[config.mk]
export PLATFORM = sky130hd
export DESIGN_NAME = ipi_route
export DESIGN_NICKNAME = d
export VERILOG_FILES = /design/src/rtl/ipi_route_pkg.sv /design/src/rtl/ipi_dest_match.sv /design/src/rtl/ipi_rr_pick.sv /design/src/rtl/ipi_route.sv
export SDC_FILE = /design/constraint.sdc
export NUM_CORES = 1
export LEC_CHECK = 0
export ABC_AREA = 1
export BUFFER_PORTS_ARGS = -buffer_cell sky130_fd_sc_hd__buf_4
export CAP_MARGIN = 30
export CORE_UTILIZATION = 45
export DETAILED_ROUTE_END_ITERATION = 6
export GPL_TIMING_DRIVEN = 0
export MAX_ROUTING_LAYER = met4
export PLACE_DENSITY = 0.87
export SETUP_SLACK_MARGIN = 0.5
export SLEW_MARGIN = 20
export SYNTH_ARGS = -nofsm -noshare
export SYNTH_HDL_FRONTEND = slang
export SYNTH_SLANG_ARGS = --single-unit
[constraint.sdc]
create_clock -name clk_i -period 3.25 [get_ports clk_i]
set_input_delay 0.1625 -clock clk_i [delete_from_list [all_inputs] [get_ports clk_i]]
set_output_delay 0.1625 -clock clk_i [all_outputs]
set_load 0.05 [all_outputs]
[src/rtl/ipi_route_pkg.sv]
package ipi_route_pkg;
  typedef enum logic [1:0] {
    SH_DEST   = 2'd0,
    SH_SELF   = 2'd1,
    SH_ALL    = 2'd2,
    SH_OTHERS = 2'd3
  } shorthand_e;

  localparam logic [2:0] DLV_LOWPRI    = 3'd1;
  localparam logic [3:0] MODEL_FLAT    = 4'hF;
  localparam logic [3:0] MODEL_CLUSTER = 4'h0;
  localparam logic [7:0] DEST_BCAST    = 8'hFF;
endpackage

[src/rtl/ipi_dest_match.sv]
module ipi_dest_match
  import ipi_route_pkg::*;
#(
  parameter int IDX  = 0,
  parameter int IW   = 3,
  parameter int ID_W = 8
) (
  input  logic [ID_W-1:0] id_i,
  input  logic [ID_W-1:0] lid_i,
  input  logic [3:0]      model_i,
  input  logic [IW-1:0]   src_i,
  input  logic [ID_W-1:0] dest_i,
  input  logic            logical_i,
  input  logic [1:0]      short_i,
  output logic            hit_o
);
  localparam int HALF = ID_W / 2;

  logic is_self;
  logic phys_hit;
  logic flat_hit;
  logic clus_hit;
  logic log_hit;

  assign is_self  = (src_i == IW'(IDX));
  assign phys_hit = (dest_i == id_i) || (dest_i == DEST_BCAST);
  assign flat_hit = |(lid_i & dest_i);
  assign clus_hit = (lid_i[ID_W-1:HALF] == dest_i[ID_W-1:HALF]) &&
                    (|(lid_i[HALF-1:0] & dest_i[HALF-1:0]));

  always_comb begin
    unique case (model_i)
      MODEL_FLAT:    log_hit = flat_hit;
      MODEL_CLUSTER: log_hit = clus_hit;
      default:       log_hit = 1'b0;
    endcase
  end

  always_comb begin
    unique case (shorthand_e'(short_i))
      SH_DEST:   hit_o = logical_i ? log_hit : phys_hit;
      SH_SELF:   hit_o = is_self;
      SH_ALL:    hit_o = 1'b1;
      SH_OTHERS: hit_o = !is_self;
      default:   hit_o = 1'b0;
    endcase
  end
endmodule

[src/rtl/ipi_rr_pick.sv]
module ipi_rr_pick #(
  parameter int N  = 8,
  parameter int IW = 3
) (
  input  logic         clk_i,
  input  logic         rst_ni,
  input  logic         strobe_i,
  input  logic [N-1:0] cand_i,
  input  logic [N-1:0] en_i,
  output logic [N-1:0] pick_o
);
  logic [IW-1:0] ptr_q;
  logic [IW-1:0] rr_idx;
  logic [IW-1:0] fb_idx;
  logic          rr_found;
  logic [N-1:0]  elig;

  assign elig = cand_i & en_i;

  // rotating search starting one past the last winner
  always_comb begin
    rr_found = 1'b0;
    rr_idx   = ptr_q;
    for (int k = 0; k < N; k++) begin
      if (!rr_found && elig[(32'(ptr_q) + 32'(k) + 32'd1) % 32'(N)]) begin
        rr_found = 1'b1;
        rr_idx   = IW'((32'(ptr_q) + 32'(k) + 32'd1) % 32'(N));
      end
    end
  end

  // fallback: lowest candidate, agent 0 when empty
  always_comb begin
    fb_idx = '0;
    for (int k = N - 1; k >= 0; k--) begin
      if (cand_i[k]) fb_idx = IW'(k);
    end
  end

  assign pick_o = N'(1) << (rr_found ? rr_idx : fb_idx);

  always_ff @(posedge clk_i or negedge rst_ni) begin
    if (!rst_ni)                    ptr_q <= IW'(N - 1);
    else if (strobe_i && rr_found)  ptr_q <= rr_idx;
  end

  assert_hold_ptr_R9: assert property (@(posedge clk_i) disable iff (!rst_ni)
    (strobe_i && (elig == '0)) |=> $stable(ptr_q));

  assert_pick_enabled_R8: assert property (@(posedge clk_i) disable iff (!rst_ni)
    (strobe_i && (elig != '0)) |-> ((pick_o & elig) != '0));

  assert_ptr_moves_R8: assert property (@(posedge clk_i) disable iff (!rst_ni)
    (strobe_i && (elig != '0)) |=> (ptr_q != $past(ptr_q)) || ($countones($past(elig)) == 1));
endmodule

[src/rtl/ipi_route.sv]
module ipi_route
  import ipi_route_pkg::*;
#(
  parameter int N_AGENTS = 8,
  parameter int ID_W     = 8,
  parameter int IDX_W    = (N_AGENTS > 1) ? $clog2(N_AGENTS) : 1
) (
  input  logic                     clk_i,
  input  logic                     rst_ni,
  input  logic [ID_W*N_AGENTS-1:0] agent_id_i,
  input  logic [ID_W*N_AGENTS-1:0] agent_lid_i,
  input  logic [4*N_AGENTS-1:0]    agent_model_i,
  input  logic [N_AGENTS-1:0]      agent_en_i,
  input  logic                     cmd_valid_i,
  input  logic [IDX_W-1:0]         cmd_src_i,
  input  logic [ID_W-1:0]          cmd_dest_i,
  input  logic                     cmd_logical_i,
  input  logic [1:0]               cmd_short_i,
  input  logic [2:0]               cmd_dlv_i,
  output logic                     tgt_valid_o,
  output logic [N_AGENTS-1:0]      tgt_mask_o
);
  logic [N_AGENTS-1:0] cand;
  logic [N_AGENTS-1:0] pick;
  logic [N_AGENTS-1:0] mask_d;
  logic                lowpri;

  assign lowpri = (cmd_dlv_i == DLV_LOWPRI);

  for (genvar g = 0; g < N_AGENTS; g++) begin : g_match
    ipi_dest_match #(.IDX(g), .IW(IDX_W), .ID_W(ID_W)) u_match (
      .id_i      (agent_id_i[g*ID_W +: ID_W]),
      .lid_i     (agent_lid_i[g*ID_W +: ID_W]),
      .model_i   (agent_model_i[g*4 +: 4]),
      .src_i     (cmd_src_i),
      .dest_i    (cmd_dest_i),
      .logical_i (cmd_logical_i),
      .short_i   (cmd_short_i),
      .hit_o     (cand[g])
    );
  end

  ipi_rr_pick #(.N(N_AGENTS), .IW(IDX_W)) u_pick (
    .clk_i    (clk_i),
    .rst_ni   (rst_ni),
    .strobe_i (cmd_valid_i && lowpri),
    .cand_i   (cand),
    .en_i     (agent_en_i),
    .pick_o   (pick)
  );

  assign mask_d = lowpri ? pick : cand;

  always_ff @(posedge clk_i or negedge rst_ni) begin
    if (!rst_ni) begin
      tgt_valid_o <= 1'b0;
      tgt_mask_o  <= '0;
    end else begin
      tgt_valid_o <= cmd_valid_i;
      tgt_mask_o  <= cmd_valid_i ? mask_d : '0;
    end
  end

  assert_valid_follows_R1: assert property (@(posedge clk_i) disable iff (!rst_ni)
    cmd_valid_i |=> tgt_valid_o);

  assert_idle_quiet_R1: assert property (@(posedge clk_i) disable iff (!rst_ni)
    !cmd_valid_i |=> (!tgt_valid_o && (tgt_mask_o == '0)));

  assert_single_target_R8: assert property (@(posedge clk_i) disable iff (!rst_ni)
    (cmd_valid_i && lowpri) |=> $onehot(tgt_mask_o));

  assert_others_skip_src_R2: assert property (@(posedge clk_i) disable iff (!rst_ni)
    (cmd_valid_i && !lowpri && (cmd_short_i == SH_OTHERS))
      |=> ((tgt_mask_o & (N_AGENTS'(1) << $past(cmd_src_i))) == '0));

  assert_all_hits_R7: assert property (@(posedge clk_i) disable iff (!rst_ni)
    (cmd_valid_i && !lowpri && (cmd_short_i == SH_ALL)) |=> (&tgt_mask_o));
endmodule

==> out/results.txt, run 1 <==
Max Cap Violations - 0
Sequential share of the synthesized area - 7.28%
Synthesis warning total - 0
Fin crit period - 2910 ps
Final HPWL DP - 11,600 µm
Cell taking the most area after synthesis - nand2_1
Worst-Margin Slew - 745 ps
Clk buf depth - 2
Initial DRC count - 320
Syn_nets - 972
Mapped Area - 4180 µm²
Max-slew violations - 0
Min-Delay Path Class - input port to flop
CTS tree - done
Power Dens Cells - 809 nW/µm²
Vias in the first global route - 5,246
Overflow after GRT - 0
Post-Syn Instances - 749
Core Footprint - 8850 µm²
Reg2reg path depth - 18
Max transition margin - 49.9%
Final Setup Violations - 0
Lkg Pwr - 0.00337 µW
Yosys cell types - 40
Final Skew - 2.51 ps
Worst Hold Launch - cmd_valid_i
RR Startpoint - u_pick.ptr_q[0]
Setup WS pre-CTS - 169 ps
Share of cells above drive strength 1 - 32.9%
Total track usage - 30.5%
R2R Path End - tgt_mask_o[7]
Source of the critical timing path - u_pick.ptr_q[0]
WP data arrival - 3080 ps
Placed Cells - 1,048
Asr flop ratio synth - 100%
Hold Crit Depth - 1
Slowest-stage cell, CP - dfstp_2
Residual DRC - 7
Antenna-violating nets left - 0
Critical path endpoint category - flop
# IOs - 197
DRT Wirelength - 14,500 µm
Post-synth top cells - nand2_1 (299), nor2_1 (101), inv_1 (72), nand3_1 (63), xnor2_1 (48)
# clock sinks - 12
Rows - 34
Tcrit/Tclk final - 89.6%
Largest net degree at the start of global routing - 13
Diode count - 0
Final WS setup - 336 ps
First-pass GRT wire length - 23,400 µm
Number of H-tree levels - 1
Number of synthesized flops with an enable pin - 0
Worst EP required - 3410 ps
Via/cell ratio - 5.07
Die height - 98.4 µm
Final Non-Filler Cells - 1,076
IO buf count - 191
FF-to-FF setup slack - 340 ps
Chip Width - 98.4 µm
Global placer's final weighted congestion - 0.967
Syn avg cell area - 5.58 µm²
Hold EP - tgt_valid_o
Clock root buffer - clkbuf_8
Fmax - 0.343 GHz
Top post-synthesis cells by area - nand2_1 (27%), ha_1 (10%), xnor2_1 (10%)
Design Power - 5010 µW
Initial Utilization - 47.2%
DRT Pass-1 Iters - 7
Status - finished with violations
Post-synthesis register bit count - 12
Crit path launch type - flop
Nets - 1,192
Setup TNS Final - 0 ps
Die ar. - 9680 µm²
CP peak stage delay - 570 ps
Final Hold Vio Count - 0
VDD IR max - 0.000888 V
Primary FF master, synth - dfrtp_1
Total number of vias - 5,460
Clock latency at the later pin of the worst-skew pair - 250 ps
RSZ-0062 raised after global routing - true
Violated checks - DRC
Cell Chain, Critical Path - inv_4, buf_8, ha_4, buf_8, xor2_4, inv_2, nand3_2, nand3_2, nand2_4, nor2_8, nand4_4, nor2_4, nand3_4, nor2_8, nand3_4, a21oi_2, nand2_1, a21oi_2
Initial antenna violation count - 0
Cell with the most instances after synthesis - nand2_1
Clk pin slew, worst setup/hold paths - 60 ps
Worst-path fanout max - 5
Num CTS Buffers - 3
Synth top area share - 26.9%
Layout area overhead - 48.2%
Critical Setup Path Class - flop to flop
Routed len/inst - 13.5 µm
## sequential cells by signal, summed over array words and instances (netlist names)
register / flops
tgt_mask_o: 8
tgt_valid_o: 1
u_pick.ptr_q: 3
## cell usage in the layout (no fill, tap or decap), drive strengths merged
cell | synthesis | final
a21o | 1 | 1
a21oi | 10 | 10
a22o | 1 | 1
a31o | 1 | 1
a41oi | 1 | 1
and2 | 1 | 1
buf | 15 | 229
clkbuf | 4 | 8
clkinvlp | 0 | 1
dfrtp | 9 | 9
dfstp | 3 | 3
dlygate4sd3 | 0 | 1
ha | 35 | 35
inv | 77 | 76
nand2 | 315 | 315
nand3 | 74 | 74
nand4 | 20 | 20
nor2 | 107 | 107
nor3 | 9 | 9
o211ai | 1 | 1
o21ai | 13 | 13
xnor2 | 49 | 49
xor2 | 3 | 3
## what timing repair did
action                                  CTS  global route
endpoints found under the hold margin    12             0
hold buffers                              1             0
endpoints found under the setup margin   11            11
resized for setup                        24            19
pin swaps                                22            16
buffers inserted                         21             2
## worst max-delay path, delay by kind of cell, from the launching register on
family / cells / cell delay (ps)
AND/OR/NAND/NOR: 10 / 1170
flip-flops: 1 / 570
buffers and inverters: 4 / 400
AO/OA/AOI/OAI: 2 / 330
adder cells (fa/ha/maj): 1 / 210
XOR/XNOR: 1 / 160
## report_power, final
part	switching [µW]	internal, µW
Sequential	21.7	201
Clock	59.2	107
Combinational	2810	1810
Total	2890	2120
## logic make-up after synthesis
group	synth area share [%]
AO/OA/AOI/OAI	4.01
XOR/XNOR	11.1
adder cells (fa/ha/maj)	10.5
buffers and inverters	11.0
flip-flops	7.28
AND/OR/NAND/NOR	56.2
## stage by stage
step           utilization, %  instance area (µm²)  hold slack [ps]
5_1_grt                  70.0                 6190             34.9
3_5_place_dp             65.5                 5790             5.10
4_1_cts                  69.2                 6130             41.0
6_report                 70.0                 6190             36.9
2_1_floorplan               -                 4220             -133
3_3_place_gp             65.5                 5790             3.02
## routing by layer
layer | track usage, % | vias up | part of all wire, %
li1 | - | 2789 | -
met1 | 37.7 | 2383 | 42
met2 | 52.4 | 246 | 48
met3 | 3.51 | 42 | 6.9
met4 | 8.15 | 0 | 2.8
met5 | - | - | 0
## how the worst max path moves through the flow
stage	to	slack, ps	cells after the start
3_3_place_gp	tgt_mask_o[0]	220	17
2_1_floorplan	tgt_mask_o[1]	500	19
4_1_cts	tgt_mask_o[7]	420	20
5_1_grt	tgt_mask_o[7]	130	20
6_report	tgt_mask_o[7]	340	18
3_5_place_dp	tgt_mask_o[0]	170	17
## area by class of cell
cell class / instances / area, µm²
Inverter: 77 / 298
Buffer: 19 / 196
Timing Repair Buffer: 215 / 1620
Fill cell: 754 / 2660
Tap cell: 108 / 135
Sequential cell: 12 / 304
Clock buffer: 4 / 55.1
Multi-Input combinational cell: 641 / 3580
(Power assumes the default switching activity.)
==> run 2, diff against run 1 <==
==> constraint.sdc (replaced) <==
create_clock -name clk_i -period 3.2 [get_ports clk_i]
set_input_delay 0.48 -clock clk_i [delete_from_list [all_inputs] [get_ports clk_i]]
set_output_delay 0.48 -clock clk_i [all_outputs]
set_load 0.05 [all_outputs]
==> run 2 against run 1 <==
- the flow finishes with violations (DRC, setup timing)
- count of clock-buffer cells in the layout did not move
- combinational power rose by 22%
- largest power group unchanged
- clock power rose by 4%
- critical path depth rose by 8
- flip-flop and latch count did not move
- non-clock buffer count rose by 15
- clock skew fell by 1.1 ps
- routed wire length rose by 28%
- first-iteration DRC count rose by 51%
- worst setup slack got worse by 340 ps
- global-route usage rose by 1.2 points
==> out/results.txt, run 2 (same netlist as run 1, synthesis figures left out) <==
CTS Hold Buffers Added - 0
Power Dens Cells - 870 nW/µm²
Initial DRC count - 483
# clock sinks - 12
Min-Delay Path Class - input port to async pin
Residual DRC - 7
Crit path launch type - input port
Overflow after GRT - 0
Clock Power Share - 2.9%
Diode count - 0
Worst-Margin Slew - 786 ps
Nets - 1,207
IO buf count - 191
Final Hold Vio Count - 0
Switching share of power - 59.6%
Initial Utilization - 47.2%
Final Setup Violations - 1
Clock latency at the later pin of the worst-skew pair - 250 ps
DRT Pass-1 Iters - 7
Layout area overhead - 66.3%
Routed len/inst - 17.0 µm
# IOs - 197
Via/cell ratio - 5.64
Dpl cell area - 5790 µm²
Total number of vias - 6,149
Global placer's final weighted congestion - 0.957
Tcrit/Tclk final - 100%
Lkg Pwr - 0.00362 µW
First-pass GRT wire length - 24,200 µm
Top reg by flops - tgt_mask_o
Critical Setup Path Class - input port to flop
Total internal power - 2440 µW
Rows - 34
Chip Width - 98.4 µm
Crit path max-delay family - simple AND/OR/NAND/NOR gates
Worst EP required - 3380 ps
Fmax - 0.312 GHz
Die height - 98.4 µm
Final Cell Area - 6950 µm²
Sequential share of power - 3.8%
Largest net degree at the start of global routing - 13
WP data arrival - 3380 ps
Worst-path fanout max - 10
RSZ-0062 raised after global routing - true
CTS tree - done
Vias in the first global route - 5,399
VDD IR max - 0.000777 V
Most used cell, CP - nand2_1
Final HPWL DP - 11,700 µm
Clk buf depth - 2
Clk pin slew, worst setup/hold paths - 60 ps
Slowest-stage cell, CP - nand4_1
Most common cell after layout, fill and taps aside - nand2_1
DRT Wirelength - 18,500 µm
Critical path endpoint category - flop
Sw power - 3600 µW
RR Startpoint - u_pick.ptr_q[0]
Status - finished with violations
Largest registers - tgt_mask_o x8, u_pick.ptr_q x3, tgt_valid_o x1
Max transition margin - 47.2%
Max-slew violations - 0
Violated checks - DRC, setup timing
Bufs and invs on worst path - 5
CP peak stage delay - 230 ps
Setup WS pre-CTS - -121 ps
Fin crit period - 3200 ps
Max FFs per register - 8
Die ar. - 9680 µm²
Clock root buffer - clkbuf_8
Combinational power share - 93.3%
Core Footprint - 8850 µm²
Final WS setup - -2.26 ps
Max Cap Violations - 0
Fin util - 78.5%
Number of H-tree levels - 1
Antenna-violating nets left - 0
Share of cells above drive strength 1 - 41.7%
Final Skew - 1.45 ps
Num CTS Buffers - 3
Initial antenna violation count - 0
Most frequent cells in the layout - nand2_1 (261), buf_4 (218), nor2_1 (82)
Total track usage - 31.6%
Source of the critical timing path - cmd_dest_i[7]
==> run 2: cell count changes in the layout (fill, tap and decap cells not counted), moves of 8 or more <==
cell,before,now
nand3_1,54,43
nand2_1,291,261
ha_1,34,23
nand3_2,17,25
buf_12,0,9
nand2_2,19,39
nand2_4,5,15
nor2_2,5,18
nor2_1,97,82
==> run 2: what timing repair did <==
item | 4_1_cts | 5_1_grt
pin swaps | 51 | 76
gates resized for setup | 64 | 108
setup buffers | 18 | 14
cloned | 3 | 4
endpoints found under the setup margin | 11 | 11
==> run 2: path summary, 6_finish.rpt <==
check                      cells after the start               to  slack (ps)
max in group asynchronous                      1  u_pick.ptr_q[1]        2920
min                                            1    tgt_mask_o[7]          60
min reg2reg                                    2  u_pick.ptr_q[1]         650
min in group clk_i                             1      tgt_valid_o         340
max reg2reg                                   19    tgt_mask_o[7]          10
max                                           26    tgt_mask_o[7]          -2
==> run 2: stage by stage <==
stage,total power (µW),hold WS [ps],TNS (ps),instances
2_1_floorplan,3070,184,0,749
4_1_cts,4720,58.5,0,1073
3_5_place_dp,3850,326,-699,1048
5_1_grt,6420,69.3,-1750,1091
3_3_place_gp,3780,321,-154,1048
6_report,6040,56.1,-2.26,1091
==> run 2: final cells by class <==
cell class | instances | area (µm²)
buffer | 19 | 248
clock buffer | 4 | 55.1
fill | 561 | 1900
inverter | 77 | 302
multi-input combinational | 641 | 3990
sequential | 12 | 304
tap | 108 | 135
timing repair buffer | 230 | 1910
==> run 2: power groups by stage <==
stage | logic (µW) | clock network, µW | registers, µW
final | 5640 | 174 | 228
after global placement | 3550 | 0 | 233
after CTS | 4320 | 175 | 226
after detailed placement | 3620 | 0 | 234
after global routing | 6010 | 179 | 230
after floorplan | 2770 | 0 | 300
==> run 2: routing by layer <==
layer | global-route usage (%) | wire [µm] | vias to the layer above
li1 | - | - | 2831
met1 | 37.2 | 6600 | 2720
met2 | 55.6 | 9010 | 469
met3 | 3.01 | 1740 | 129
met4 | 12.2 | 1160 | 0
met5 | - | 0 | -
